==> config.mk <==
export PLATFORM = sky130hd
export DESIGN_NAME = spi3_echo_slave
export DESIGN_NICKNAME = d
export VERILOG_FILES = /design/src/rtl/spi3_echo_slave.sv
export SDC_FILE = /design/constraint.sdc
export NUM_CORES = 1
export LEC_CHECK = 0
export BUFFER_PORTS_ARGS = -buffer_cell sky130_fd_sc_hd__buf_2
export CAP_MARGIN = 15
export CELL_PAD_IN_SITES_DETAIL_PLACEMENT = 0
export CELL_PAD_IN_SITES_GLOBAL_PLACEMENT = 1
export CORE_MARGIN = 2
export CORE_UTILIZATION = 35
export CTS_CLUSTER_DIAMETER = 30
export DETAILED_ROUTE_END_ITERATION = 10
export PLACE_DENSITY_LB_ADDON = 0.3
export SETUP_SLACK_MARGIN = 0.05
export SYNTH_ARGS = -nofsm -noshare
export SYNTH_HDL_FRONTEND = slang
export SYNTH_SLANG_ARGS = --single-unit
==> constraint.sdc <==
create_clock -name clk -period 2.1 [get_ports clk]
set_input_delay 0.42 -clock clk [delete_from_list [all_inputs] [get_ports clk]]
set_output_delay 0.42 -clock clk [all_outputs]
set_load 0.01 [all_outputs]
==> src/rtl/spi3_echo_slave.sv <==
module spi3_echo_slave #(
  parameter int WIDTH       = 8,
  parameter bit IDLE_HIGH   = 1'b1,
  parameter bit MSB_FIRST   = 1'b1,
  parameter int SYNC_STAGES = 2
) (
  input  logic             clk,
  input  logic             rst_n,
  input  logic             en,
  input  logic             sclk,
  input  logic             mosi,
  output logic             miso,
  input  logic [WIDTH-1:0] tx_data,
  input  logic             tx_load,
  output logic             tx_ready,
  output logic [WIDTH-1:0] rx_data,
  output logic             rx_valid,
  input  logic             rx_ack,
  output logic             rx_overrun,
  output logic             tx_underrun
);
  localparam int CW = (WIDTH > 2) ? $clog2(WIDTH) : 1;
  localparam logic [CW-1:0] LAST = CW'(WIDTH - 1);

  function automatic logic head(input logic [WIDTH-1:0] v);
    return MSB_FIRST ? v[WIDTH-1] : v[0];
  endfunction

  function automatic logic [WIDTH-1:0] advance(input logic [WIDTH-1:0] v);
    return MSB_FIRST ? {v[WIDTH-2:0], 1'b0} : {1'b0, v[WIDTH-1:1]};
  endfunction

  function automatic logic [WIDTH-1:0] take(input logic [WIDTH-1:0] v, input logic b);
    return MSB_FIRST ? {v[WIDTH-2:0], b} : {b, v[WIDTH-1:1]};
  endfunction

  logic [SYNC_STAGES:0]   sclk_pipe;
  logic [SYNC_STAGES-1:0] mosi_pipe;
  logic [WIDTH-1:0] buf_q, stage_q, sh_q, rsh_q, rx_q;
  logic [CW-1:0]    cnt_q;
  logic buf_full, stage_fresh, miso_q, valid_q, ovr_q, und_q;

  always_ff @(posedge clk or negedge rst_n) begin
    if (!rst_n) begin
      sclk_pipe <= {(SYNC_STAGES+1){IDLE_HIGH}};
      mosi_pipe <= '0;
    end else begin
      sclk_pipe <= {sclk_pipe[SYNC_STAGES-1:0], sclk};
      mosi_pipe <= {mosi_pipe[SYNC_STAGES-2:0], mosi};
    end
  end

  wire sclk_now = sclk_pipe[SYNC_STAGES-1];
  wire sclk_old = sclk_pipe[SYNC_STAGES];
  wire mosi_now = mosi_pipe[SYNC_STAGES-1];
  wire rise     = sclk_now & ~sclk_old;
  wire fall     = ~sclk_now & sclk_old;
  wire lead     = en & (IDLE_HIGH ? fall : rise);
  wire trail    = en & (IDLE_HIGH ? rise : fall);
  wire start    = lead & (cnt_q == '0);
  wire done     = trail & (cnt_q == LAST);
  wire move     = buf_full & ~stage_fresh & ~start;
  wire [WIDTH-1:0] out_next = (cnt_q == '0) ? stage_q : advance(sh_q);
  wire [WIDTH-1:0] rx_next  = take(rsh_q, mosi_now);

  always_ff @(posedge clk or negedge rst_n) begin
    if (!rst_n) begin
      buf_q       <= '0;
      buf_full    <= 1'b0;
      stage_q     <= '0;
      stage_fresh <= 1'b0;
      und_q       <= 1'b0;
    end else begin
      if (tx_load) buf_q <= tx_data;
      buf_full <= tx_load | (buf_full & ~move);
      if (move) stage_q <= buf_q;
      if (start) begin
        stage_fresh <= 1'b0;
        und_q       <= ~stage_fresh;
      end else if (move) begin
        stage_fresh <= 1'b1;
      end
    end
  end

  always_ff @(posedge clk or negedge rst_n) begin
    if (!rst_n) begin
      sh_q   <= '0;
      miso_q <= 1'b0;
      rsh_q  <= '0;
      cnt_q  <= '0;
    end else if (!en) begin
      cnt_q  <= '0;
      miso_q <= 1'b0;
    end else begin
      if (lead) begin
        sh_q   <= out_next;
        miso_q <= head(out_next);
      end
      if (trail) begin
        rsh_q <= rx_next;
        cnt_q <= done ? '0 : cnt_q + CW'(1);
      end
    end
  end

  always_ff @(posedge clk or negedge rst_n) begin
    if (!rst_n) begin
      rx_q    <= '0;
      valid_q <= 1'b0;
      ovr_q   <= 1'b0;
    end else begin
      if (done) rx_q <= rx_next;
      valid_q <= done | (valid_q & ~rx_ack);
      if (done && valid_q && !rx_ack) ovr_q <= 1'b1;
      else if (rx_ack)                ovr_q <= 1'b0;
    end
  end

  assign miso        = miso_q & en;
  assign tx_ready    = ~buf_full;
  assign rx_data     = rx_q;
  assign rx_valid    = valid_q;
  assign rx_overrun  = ovr_q;
  assign tx_underrun = und_q;

  assert_reset_quiet_R1: assert property (@(posedge clk) !rst_n |-> (!miso && !rx_valid));

  assert_valid_holds_R3: assert property (@(posedge clk) disable iff (!rst_n)
    (rx_valid && !rx_ack) |=> rx_valid);

  assert_data_only_on_char_R3: assert property (@(posedge clk) disable iff (!rst_n)
    !$stable(rx_data) |-> rx_valid);

  assert_load_blocks_ready_R4: assert property (@(posedge clk) disable iff (!rst_n)
    tx_load |=> !tx_ready);

  assert_overrun_with_data_R7: assert property (@(posedge clk) disable iff (!rst_n)
    $rose(rx_overrun) |-> rx_valid);

  assert_miso_off_R8: assert property (@(posedge clk) disable iff (!rst_n)
    !en |-> !miso);

  assert_no_char_when_off_R8: assert property (@(posedge clk) disable iff (!rst_n)
    (!en && !rx_ack) |=> !$rose(rx_valid));
endmodule

# Word-level counts from Yosys, hierarchy flattened
# Cells that the tools add are included.
[word_totals]
regBits = 52
input_bits = 15
word_cells = 56
[op_classes]
addsub = 1
n_eq_ne = 3
muxes = 10
bitwise_logic = 20
n_reduce_logical = 8
[op_table]
columns = ["cell", "n"]
rows = [
  ["AND 1 bit", 11],
  ["2-to-1 mux 3 bit", 3],
  ["2-to-1 mux 8 bit", 1],
  ["NOT 1 bit", 7],
  ["2-to-1 mux 1 bit", 6],
  ["inequality test 2 x 1 -> 1 bit, second input constant", 2],
  ["AND reduction 2 bit", 2],
  ["nonzero test 2 bit", 2],
  ["adder 3 x 1 -> 3 bit, second input constant", 1],
  ["equality test 3 bit, second input constant", 1],
  ["logical NOT 3 bit", 1],
  ["logical AND 1 bit", 2],
  ["OR 1 bit", 2],
  ["logical NOT 1 bit", 1],
]

# Depth between registers and ports, before layout
[depth]
ltp_word = 9
depth_mapped = 7
depth_no_buf = 5

# Worst setup path after synthesis
# No wires, ideal clock.
[synth_path]
path_type = "flip-flop to flip-flop"
startpoint = "register cnt_q[0]"
endpoint = "register stage_q[0]"
setup_time_ps = 125
arrival_time_ps = 1333
t_required_ps = 1975
setup_slack_ps = 643
path_stages_with_launch = 7
n_path_buf = 1
period_less_slack_ps = 1457
path_cell_list = "dfrtp_1 inv_1 ha_1 nand2b_1 buf_2 o21ai_4 mux2_2"
[synth_via]
elab_chain_cells = 4
[synth_lines]
columns = ["element", "line", "source"]
rows = [
  ["start: declaration", "40", "logic [CW-1:0] cnt_q;"],
  ["start signal: assignment", "102", "cnt_q <= done ? '0 : cnt_q + CW'(1);"],
  ["logical NOT 3 bit", "60", "wire start = lead & (cnt_q == '0);"],
  ["AND 1 bit", "60", ""],
  ["NOT 1 bit", "62", "wire move = buf_full & ~stage_fresh & ~start;"],
  ["AND 1 bit", "62", ""],
  ["end signal: assignment", "76", "if (move) stage_q <= buf_q;"],
  ["end: declaration", "39", "logic [WIDTH-1:0] buf_q, stage_q, sh_q, rsh_q, rx_q;"],
]
# No other way between the ends.
# A chain may end at the register's enable or synchronous reset.

# Worst setup path in the final report
[layout_path]
startpoint = "register cnt_q[0]"
endpoint = "register rx_q[5], in the netlist rx_data[5]"
[layout_via]
elab_chain_cells = 2
[layout_lines]
columns = ["element", "line", "source"]
rows = [
  ["equality test 3 bit", "61", "wire done = trail & (cnt_q == LAST);"],
  ["AND 1 bit", "61", ""],
  ["end signal: assignment", "113", "if (done) rx_q <= rx_next;"],
  ["end: declaration", "39", ""],
]
# No other way between the ends.

==> impl_results.md <==
- DR vias: 1193
- CTS tree: built
- CP required: 2280 ps
- Gr usage total: 12.03%
- Worst-path maximum fanout: 9
- Layout cells sized above 1: 42.22%
- CORE AREA: 5851 sq um
- Kind of critical path: flip-flop to flip-flop
- WL/cell: 13.21 microns
- Die area: 6611 sq um
- Drt first pass iters: 4
- GR Overflow Total: 0
- Dpl ws: around 500 ps
- Die height: 81.31 microns
- CTS resizes: 0
- Reg2reg path depth: 4
- Worst hold path type: input port to asynchronous set/reset pin
- Synth Instances: around 150
- Power Total: 2196 uW
- Yosys warning count: 0
- Crit end category: flip-flop
- Vias in the first global route: 1265
- Die span in x: roughly 80 microns
- RSZ-0062 raised after global routing: no
- Final ANT Viol Nets: 0
- Sum of negative setup slack: 0 ps
- Pwr Density: between 900 and 1000 nW/um^2
- Worst-Margin Slew: 578.4 ps
- DRC violations left: 0
- Postcts setup bufs: 0
- First-pass GRT wire length: 6030 microns
- Initial Util: 35.76%
- P&R area growth vs syn: 16.09%
- Slew Limit Fails: 0
- Worst r2r src: cnt_q[0]
- Number of distinct library cells after synthesis: 28
- Initial antenna violation count: 0
- Maximum operating frequency: ~630 MHz
- Final WL: approximately 3400 microns
- Outcome: finished clean
- WP data arrival: 1760 ps
- CTS Buf Count: 5
- Max-cap check violation count: 0
- Ys async rst share: 100.0%
- Clock net sink count: 52
- Cts hold-fix bufs: 0
- Main flop type after synthesis: dfrtp_1
- I/O pin total: 28
- Fin crit share: about 75%
- CTS root buffer: clkbuf_8
- Worst setup margin: approximately 520 ps
- H-tree Lvls: 2
- Mapped Nets: 165
- Critical Path Sink: rx_data[5]
- EDFF count, synth: 0
- Final setup vio count: 0
- Layout Nets: around 200
- Clk_lat worst skew: ~300 ps
- Maximum VDD drop: 0.3891 mV
- Filler instances: 530
- Via density: about 4.7
- Critical path startpoint category: flip-flop
- Cell area after synthesis: approximately 2100 sq um
- First DRT Iteration DRCs: 48
- Mean Syn Cell Area: 14.23 sq um
- Worst-path clk slew: 90 ps
- Pleak: 0.001158 uW
- Final HPWL DP: 2393 microns
- Sequential-to-total area share from yosys stat: 62.38%
- ANT cells: 0
- Rows: 28
- Final Hold Fails: 0
- Crit Reg-Reg Endpoint: rx_data[5]
- Worst Setup SP: cnt_q[0]
- Clock tree buffer depth: 2
- #FFs+latches synth: 52
- GPL Wtd Cong: 0.6854
- Clock Skew: 9.472 ps
- Reg2reg setup slack: ~520 ps
- Fin crit period: 1580 ps
- IO buf count: 27
- Slew headroom: 61.44%
- Largest net degree at the start of global routing: 31
[critical path: stages, from the launching register on]
cell	delay, ps
dfrtp_1	420
ha_1	220
ha_1	250
nand3_2	220
mux2_2	370
[routing by layer]
layer / global-route usage [%] / vias to the layer above / routed length, microns
met5: 0 / - / 0
met4: 5.085 / 0 / 62
met3: 3.111 / 6 / 120
met2: 19.26 / 17 / 1688
met1: 15.41 / 602 / 1498
li1: - / 568 / -
[synth_stat cells, types with 2 or more instances]
cell type,n,area share (%)
o31ai_1,2,0.72
nor2_1,2,0.36
nand2_1,9,1.6
clkbuf_1,2,0.36
dfrtp_1,49,59
dfstp_2,3,3.8
nand3b_1,2,0.72
inv_1,5,0.90
mux2_2,31,17
a21boi_0,2,0.72
ha_1,3,1.8
o21ai_0,9,2.2
buf_4,3,1.1
nor2b_1,4,1.2
mux2i_1,8,3.8
[power breakdown]
group	switching, uW	leakage (uW)	internal [uW]
sequential	107	0.000645	1190
combinational	124	0.000461	173
clock	304	0.0000515	301
[how the worst min path moves through the flow]
| stage | start | end | slack [ps] | cells past startpoint |
|---|---|---|---|---|
| 2_1_floorplan | rst_n | buf_full | 120 | 0 |
| 3_3_place_gp | mosi_pipe[0] | mosi_pipe[1] | 330 | 0 |
| 3_5_place_dp | mosi_pipe[0] | mosi_pipe[1] | 350 | 0 |
| 4_1_cts | rst_n | buf_q[5] | 120 | 1 |
| 5_1_grt | rst_n | buf_q[4] | 130 | 1 |
| 6_report | rst_n | buf_q[5] | 100 | 1 |
[through the flow]
step | area [sq um] | hold slack (ps) | std cells | util (%)
after floorplan | 2092 | 124.4 | 147 | -
after global placement | 2328 | 334.8 | 247 | 39.80
after detailed placement | 2328 | 347.2 | 247 | 39.80
after CTS | 2429 | 116.6 | 255 | 41.51
after global routing | 2429 | 131.1 | 255 | 41.51
final | 2429 | 102.4 | 255 | 41.51
[cells by family after synthesis]
family / after synthesis / share of synthesized area, %
AOI/OAI and AO/OA: 19 / 6.160
adders and majority gates: 3 / 1.794
buffers and inverters: 11 / 2.572
DFF: 52 / 62.38
muxes: 39 / 20.51
and+or+nand+nor: 23 / 6.579
[cells in the final DEF, fill, tap and decap left out, types with 2 or more instances in the layout]
cell type / Yosys / routed
dfrtp_1: 49 / 49
mux2_2: 31 / 31
clkbuf_8: 0 / 7
dfstp_2: 3 / 3
a21boi_0: 2 / 2
buf_4: 3 / 3
buf_2: 1 / 27
inv_1: 5 / 5
nand3b_1: 2 / 2
o31ai_1: 2 / 2
nor2_1: 2 / 2
mux2i_1: 8 / 8
o21ai_0: 9 / 9
nand2_1: 9 / 9
ha_1: 3 / 3
nor2b_1: 4 / 4
[final cells by class]
class                   instances  area [sq um]  share of cell area, %
clock buffers                   8         100.1                  4.122
inverters                       5         18.77                 0.7728
multi-input cells              84         733.2                  30.19
flip-flops and latches         52          1305                  53.74
well taps                      75         93.84                  3.864
repair buffers                 31         177.7                  7.316
[flip-flops by register name, summed over array words and instances (netlist names), 2 cells and up]
signal and flops:
buf_q 8, rx_data 8, stage_q 8, rsh_q 7
sh_q 7, cnt_q 3, sclk_pipe 3, mosi_pipe 2
Power figures use the tool's default switching activity.
